**src/rtl/acc_cpu.sv**
```systemverilog
module acc_cpu #(
  parameter int AW = 4,
  parameter int DW = 8
) (
  input  logic          clk,
  input  logic          rst_n,
  output logic [AW-1:0] mem_addr,
  input  logic [DW-1:0] mem_rdata,
  output logic [DW-1:0] mem_wdata,
  output logic          mem_rd,
  output logic          mem_wr,
  output logic          halt,
  output logic [DW-1:0] acc_o,
  output logic          zero_o,
  output logic          neg_o
);
  localparam int OPW = DW - AW;

  localparam logic [OPW-1:0] OP_LD  = 4'b0011;
  localparam logic [OPW-1:0] OP_ADD = 4'b1001;
  localparam logic [OPW-1:0] OP_SUB = 4'b0100;
  localparam logic [OPW-1:0] OP_ST  = 4'b1000;
  localparam logic [OPW-1:0] OP_BNZ = 4'b0110;
  localparam logic [OPW-1:0] OP_HLT = 4'b1111;

  typedef enum logic [3:0] {
    S_FA, S_FR, S_FM, S_FC, S_DEC, S_OR, S_OM, S_ST, S_EX, S_HLT
  } state_t;

  state_t        state;
  logic [AW-1:0] pc, mar;
  logic [DW-1:0] mdr, cir, acc, alu_res;
  logic          zf, nf;

  wire [OPW-1:0] op    = cir[DW-1:AW];
  wire [AW-1:0]  arg   = cir[AW-1:0];
  wire           alu_w = (op == OP_LD) || (op == OP_ADD) || (op == OP_SUB);

  assign mem_addr  = mar;
  assign mem_wdata = acc;
  assign mem_rd    = (state == S_FR) || (state == S_OR);
  assign mem_wr    = (state == S_ST);
  assign halt      = (state == S_HLT);
  assign acc_o     = acc;
  assign zero_o    = zf;
  assign neg_o     = nf;

  always_comb begin
    case (op)
      OP_ADD:  alu_res = acc + DW'(arg);
      OP_SUB:  alu_res = acc - DW'(arg);
      default: alu_res = mdr;
    endcase
  end

  always_ff @(posedge clk) begin
    if (!rst_n) begin
      state <= S_FA;
      pc    <= '0;
      mar   <= '0;
      mdr   <= '0;
      cir   <= '0;
      acc   <= '0;
      zf    <= 1'b1;
      nf    <= 1'b0;
    end else begin
      case (state)
        S_FA:  begin mar <= pc; state <= S_FR; end
        S_FR:  state <= S_FM;
        S_FM:  begin mdr <= mem_rdata; state <= S_FC; end
        S_FC:  begin cir <= mdr; state <= S_DEC; end
        S_DEC: begin
          case (op)
            OP_LD:   begin mar <= arg; state <= S_OR; end
            OP_ST:   begin mar <= arg; state <= S_ST; end
            OP_HLT:  state <= S_HLT;
            default: state <= S_EX;
          endcase
        end
        S_OR:  state <= S_OM;
        S_OM:  begin mdr <= mem_rdata; state <= S_EX; end
        S_ST:  begin pc <= pc + 1'b1; state <= S_FA; end
        S_EX:  begin
          if (alu_w) begin
            acc <= alu_res;
            zf  <= (alu_res == '0);
            nf  <= alu_res[DW-1];
          end
          if (op == OP_BNZ && !zf) pc <= arg;
          else                     pc <= pc + 1'b1;
          state <= S_FA;
        end
        default: state <= S_HLT;
      endcase
    end
  end

  assert_wr_pulse_R6: assert property (@(posedge clk) disable iff (!rst_n)
    mem_wr |=> !mem_wr);
  assert_rd_wr_excl_R2: assert property (@(posedge clk) disable iff (!rst_n)
    !(mem_rd && mem_wr));
  assert_halt_quiet_R10: assert property (@(posedge clk) disable iff (!rst_n)
    halt |-> (!mem_rd && !mem_wr));
  assert_halt_sticky_R10: assert property (@(posedge clk) disable iff (!rst_n)
    halt |=> halt);
  assert_flags_match_R7: assert property (@(posedge clk) disable iff (!rst_n)
    (zero_o == (acc_o == '0)) && (neg_o == acc_o[DW-1]));
  assert_acc_hold_R9: assert property (@(posedge clk) disable iff (!rst_n)
    (state != S_EX) |=> $stable(acc_o));
endmodule

```
**config.mk**
```make
export PLATFORM = sky130hd
export DESIGN_NAME = acc_cpu
export DESIGN_NICKNAME = d
export VERILOG_FILES = /design/src/rtl/acc_cpu.sv
export SDC_FILE = /design/constraint.sdc
export NUM_CORES = 1
export LEC_CHECK = 0
export BUFFER_PORTS_ARGS = -buffer_cell sky130_fd_sc_hd__buf_4
export CORE_MARGIN = 10
export CORE_UTILIZATION = 57
export CTS_CLUSTER_DIAMETER = 30
export DETAILED_ROUTE_END_ITERATION = 10
export PLACE_DENSITY = 0.8
export SLEW_MARGIN = 40
export SYNTH_ARGS = -nofsm -noshare
export SYNTH_HDL_FRONTEND = slang
export SYNTH_SLANG_ARGS = --single-unit
```
**constraint.sdc**
```tcl
create_clock -name clk -period 2.97 [get_ports clk]
set_input_delay 0.1485 -clock clk [delete_from_list [all_inputs] [get_ports clk]]
set_output_delay 0.1485 -clock clk [all_outputs]
set_load 0.02 [all_outputs]
```
* Yosys cells after proc, flatten, opt, wreduce, memory -nomap -nowiden
Cells that the tools add are included.
** Word-level totals
- Output and inout port bits :: 25
- Word-level logic and storage cells :: 48
- Input port bits :: 10
- Register bits after elaboration :: 38
** Cells by class
- Reductions and logical operators :: 14
- Multiplexer cells :: 7
- $add $sub $neg :: 3
- Equality and inequality tests :: 16
** Operators by type and width (count)
- $pmux 4 s8 :: 1
- $eq 4x3->1 const B :: 6
- $eq 4x4->1 const B :: 5
- $pmux 4 s2 :: 2
- $pmux 8 s2 :: 1
- $eq 4x2->1 const B :: 3
- $pmux 4 s3 :: 1
- $add 8x4->8 :: 1
- $logic_not 8->1 :: 1
- $mux 4 :: 2
- $sub 8x4->8 :: 1
- $reduce_or 2->1 :: 3
- $add 4x1->4 const B :: 1
- $eq 4x1->1 const B :: 1
- $logic_not 4->1 :: 1
- $reduce_and 2->1 :: 2
- $reduce_bool 2->1 :: 2
- $logic_or 1x1->1 :: 3
- $ne 2x2->1 const B :: 1
- $logic_and 1x1->1 :: 1
- $logic_not 1->1 :: 1

* Longest topological paths before layout
- Word-level depth :: 4
- Depth in mapped cells :: 13
- Mapped depth without buffers :: 12

* Worst setup path after synthesis
Ideal clock, no wire load.
- Path type :: register to register
- From :: reg cir[4]
- To :: reg zf (netlist: zero_o)
- Library setup time :: 124 ps
- Stages on the path, launching flop included :: 14
- Setup slack :: 243 ps
- Arrival time :: 2602 ps
- Path through :: dfxtp_1 > buf_2 > nor4b_4 > inv_1 > nor2_1 > a21o_1 > inv_1 > ha_1 > nor2b_1 > o2111ai_1 > a21oi_1 > or4_1 > nand4_1 > o31ai_1
** On the way
- Cells in the longest elaborated chain, start to end :: 4
- Elaborated cells between the ends (all ways) :: 8
- Those cells by class :: eq/ne (3); mux (1); reduce/logical (4)
** Ends and longest elaborated chain
- from (decl) :: line 32 : logic [DW-1:0] mdr, cir, acc, alu_res;
- from (signal assigned) :: line 62 : cir <= '0;
- from (signal assigned) :: line 71 : S_FC: begin cir <= mdr; state <= S_DEC; end
- parallel branches: the longest is 4 deep, another holds $pmux 8 s2
- to (signal assigned) :: line 86 : zf <= (alu_res == '0);
- to (decl) :: line 33 : logic zf, nf;
Several ways; the timed one is not identified.
A chain may end at the register's enable or synchronous reset.

* Worst setup path after layout
- From :: reg cir[5]
- To :: reg acc[7] (netlist: acc_o[7])
** On the way
- Cells in the longest elaborated chain, start to end :: 4
- Elaborated cells between the ends (all ways) :: 7
- Those cells by class :: eq/ne (3); mux (1); reduce/logical (3)
** Ends and longest elaborated chain
- $eq 4x2->1 or $eq 4x4->1 (tied branches) :: line 37, 49
- $logic_or 1x1->1 (2 in series) :: line 37 : wire alu_w = (op == OP_LD) || (op == OP_ADD) || (op == OP_SUB);
- $reduce_and 2->1 (no source line)
- to (signal assigned) :: line 85 : acc <= alu_res;
- to (decl) :: line 32
Several ways; a longest one is shown, not always the timed one.

==> results.md <==
Status:
- The run finished with clean final reports.

Synthesis:
- The most frequent cell after synthesis is sky130_fd_sc_hd__dfxtp_1.
- In this run the cell area of the synthesized design comes to 0.00229 mm^2.
- For this run, the register share of the synthesized area comes to 0.324.
- The cell count after synthesis is 276.
- In the synthesized netlist the dominant register cell turns out to be sky130_fd_sc_hd__dfxtp_1.
- After synthesis, the netlist uses 50 different library cells.
- Yosys mapped a number of flops with a built-in enable equal to 0.
- The library cell with the largest summed area after synthesis is sky130_fd_sc_hd__dfxtp_1.
- The share of flip-flops with an asynchronous set or reset is 0.
- The share of synthesized area in the top cell type comes to 0.324.
- The count of warnings emitted by yosys is 0.
- The average instance in the mapped netlist occupies 8.29 um^2.
- The commonest cells after synthesis are 37 x sky130_fd_sc_hd__dfxtp_1, 35 x sky130_fd_sc_hd__nand2_1, 30 x sky130_fd_sc_hd__nor2_1, 25 x sky130_fd_sc_hd__a21oi_1, 14 x sky130_fd_sc_hd__mux2i_1.
- The number of synthesized register bits is 37.
- Sorting the synthesized cells by area gives the leading types as sky130_fd_sc_hd__dfxtp_1 32%, sky130_fd_sc_hd__mux2i_1 6.1%, sky130_fd_sc_hd__ha_1 6.0%.
- The number of nets produced by synthesis is 298.

Clocking:
- In this run the number of H-tree levels came out at 2.
- CTS placed an instance of sky130_fd_sc_hd__clkbuf_8 at the clock tree root.
- For the worst-skew pair, the clock arrives at the later sink with an insertion delay of 280 ps.
- The number of CTS-inserted buffers is 5.
- Clock-pin slew was measured on the worst setup and hold paths at 70 ps.
- The number of buffers on the longest clock path is 2.
- The clock sink count is 37.
- In this run the post-CTS setup repair buffer count came out at 0.
- The CTS tree is built.

Layout:
- Once layout is done, the placed cells without fillers occupy 0.00258 mm^2.
- The flip-flop and latch area is 743 um^2.
- In the final layout, the multi-input gates occupy 0.00137 mm^2.
- The area growth from synthesis to layout is 12.7%.
- Counting the fill cells in the layout gives 317.
- For this run, the post-layout net count is 318.
- The repair_antennas step left the layout with diodes totalling 0.
- In the final layout, the share of cells above drive strength 1 is 0.196.

Placement:
- Buffers placed on the I/O ports in this run total 34.
- Summed over all nets, the half-perimeter wirelength after detailed placement is 3.81 mm.
- In this run the cell area measured after placement is 0.00248 mm^2.
- The weighted congestion at the end of routability-driven global placement is 0.904.

Routing:
- Once detail routing completed, the nets flagged for antenna violations numbered 0.
- The routed length per placed instance is 15.1 um.
- Summing over every cut layer, the via total after detailed routing is 1945.
- After detailed routing, the total wire length is 5.18 mm.
- After detailed routing, the number of remaining DRC violations is 0.
- The number of search-and-repair iterations in the first detailed-routing pass is 4.
- After the first detailed-routing iteration, the DRC count stood at 85.
- The number of vias per cell after detailed routing is 5.65.

GRT:
- The number of antenna violations at the first check in global routing is 0.
- The largest net degree at the start of global routing is 30.
- The first global-routing pass estimated 8.65 mm of wire.
- The total global-route track usage is 0.143.
- For this run the aggregate overflow at the end of global routing stands at 0.
- The via count of the first global-routing pass was 1818.

Floorplanning:
- The starting density of the core is 0.607.
- Measured along the y axis, the die boundary spans 83.4 um.
- The site row count is 22.
- The core area is 0.00377 mm^2.
- The overall die area is 0.00695 mm^2.
- The floorplan step set the die width to 83.4 um.
- The number of I/O pins is 35.

STA:
- The measured slew at the worst slew-check pin is 605 ps.
- Adding up every negative setup slack in the final design gives 0 ps.
- Setup repair after global routing left no endpoint under its margin.
- In this run the tightest slew margin relative to its limit is 0.596.
- The total count of hold-check failures in the final report is 0.
- Setup violations remaining at the end of the flow were counted as 0.
- The share of the clock period used by the worst path is 0.937.
- The maximum frequency from static timing analysis is 359 MHz.
- The setup skew after layout is 3.64 ps.
- Subtracting the final worst setup slack from the clock period gives 2780 ps.
- The final count of pins violating max slew is 0.

Power:
- Power spread over the standard cell area amounts to 392 mW/mm^2.
- Summed over all cells, the static leakage comes to 1.02 nW.
- The maximum ir drop on the vdd rail is 0.361 mV.

Setup path:
- The signal arrival time at the worst endpoint is 3010 ps.
- The data required time of the worst path is 3200 ps.
- The type of origin of the critical path is a flip-flop.
- The worst setup path is captured at a flip-flop.
- The worst setup path is of the flip-flop to flip-flop kind.
- In this run the worst path has a maximum fanout of 9.

Run:
- The max-cap check violation count is 0.

Min path:
- The path class of the lowest-slack min-delay path is input pin to flip-flop.
## flip-flops by register name, summed over array words and instances (netlist names)
name	cells
acc_o	8
cir	8
mdr	8
mem_addr	4
pc	4
state	4
zero_o	1
## layer usage
layer / global-route usage / part of all wire
met5: 0 / 0
met4: 0.0354 / 0.0097
met3: 0.0400 / 0.049
met1: 0.184 / 0.48
met2: 0.230 / 0.46
## placed cells by master (no fill, tap or decap), types with 2 or more instances in the layout
cell type,count
sky130_fd_sc_hd__nor2_1,30
sky130_fd_sc_hd__a21oi_1,25
sky130_fd_sc_hd__dfxtp_1,35
sky130_fd_sc_hd__nor3_1,8
sky130_fd_sc_hd__a21o_1,4
sky130_fd_sc_hd__nor3b_1,3
sky130_fd_sc_hd__ha_1,11
sky130_fd_sc_hd__a21boi_0,2
sky130_fd_sc_hd__o211ai_1,4
sky130_fd_sc_hd__nand4_1,2
sky130_fd_sc_hd__dfxtp_2,2
sky130_fd_sc_hd__nand2_1,35
sky130_fd_sc_hd__o21a_1,4
sky130_fd_sc_hd__a31oi_1,3
sky130_fd_sc_hd__buf_4,37
sky130_fd_sc_hd__clkbuf_8,6
sky130_fd_sc_hd__nor4b_1,2
sky130_fd_sc_hd__o211a_1,2
sky130_fd_sc_hd__xor2_1,6
sky130_fd_sc_hd__o22a_1,3
sky130_fd_sc_hd__or3_1,2
sky130_fd_sc_hd__xnor2_1,2
sky130_fd_sc_hd__mux2i_1,14
sky130_fd_sc_hd__or2_2,3
sky130_fd_sc_hd__o21ai_0,8
sky130_fd_sc_hd__or4_1,2
sky130_fd_sc_hd__a211oi_1,4
sky130_fd_sc_hd__nor4b_4,2
sky130_fd_sc_hd__inv_1,10
sky130_fd_sc_hd__nor2b_1,4
## stage by stage
stage	setup slack (ps)	utilization	cells	hold WS [ps]	power (W)
floorplan	243	-	276	296	0.000633
global placement	237	0.659	337	383	0.000670
detailed placement	210	0.659	337	396	0.000673
CTS	171	0.682	344	104	0.00101
global route	6.34	0.684	344	110	0.00106
finish	187	0.684	344	105	0.00101
## layout make-up
type | count | area share
inverter | 11 | 0.0160
multi-input combinational | 204 | 0.531
sequential | 37 | 0.288
timing repair buffer | 37 | 0.108
tap | 48 | 0.0233
clock buffer | 7 | 0.0335
## worst paths after layout
kind                     start       end  slack, ps  cells past startpoint
setup / recovery        cir[5]  acc_o[7]        190                     12
hold / removal    mem_rdata[2]    mdr[2]        100                      3
setup reg to reg        cir[5]  acc_o[7]        190                     12
hold reg to reg         mdr[6]    cir[6]        490                      2
## logic make-up (layout without fill, tap and decap cells)
kind of cell,Yosys count,in the layout,synth area share
DFF,37,37,0.324
and+or+nand+nor,102,102,0.235
adders and majority gates,12,12,0.0689
muxes,14,14,0.0612
buffers and inverters,35,55,0.0798
xor gates and xnor gates,8,8,0.0306
AOI/OAI and AO/OA,68,68,0.201
## critical path, cell delays in order, from the launching register on
cell and delay [ps]:
sky130_fd_sc_hd__dfxtp_1 420, sky130_fd_sc_hd__nor4b_4 300, sky130_fd_sc_hd__inv_1 130, sky130_fd_sc_hd__nor2_1 110
sky130_fd_sc_hd__a21o_1 140, sky130_fd_sc_hd__inv_1 50, sky130_fd_sc_hd__ha_1 280, sky130_fd_sc_hd__nor2b_1 140
sky130_fd_sc_hd__o2111ai_1 250, sky130_fd_sc_hd__a21oi_1 130, sky130_fd_sc_hd__or4_1 510, sky130_fd_sc_hd__nand4_1 120
sky130_fd_sc_hd__o211a_1 150
## power by group
| part | internal [W] | switching, W | leakage, nW |
|---|---|---|---|
| sequential | 0.000512 | 0.0000224 | 0.301 |
| clock | 0.000184 | 0.000163 | 0.0443 |
| combinational | 0.0000591 | 0.0000704 | 0.675 |
| total | 0.000755 | 0.000256 | 1.02 |
## repair_timing
action / 4_1_cts / 5_1_grt
setup endpoints to repair: 0 / 3
gates resized for setup: 0 / 3
hold buffers: 0 / 0
No activity file was read; power rests on OpenSTA's default activity.
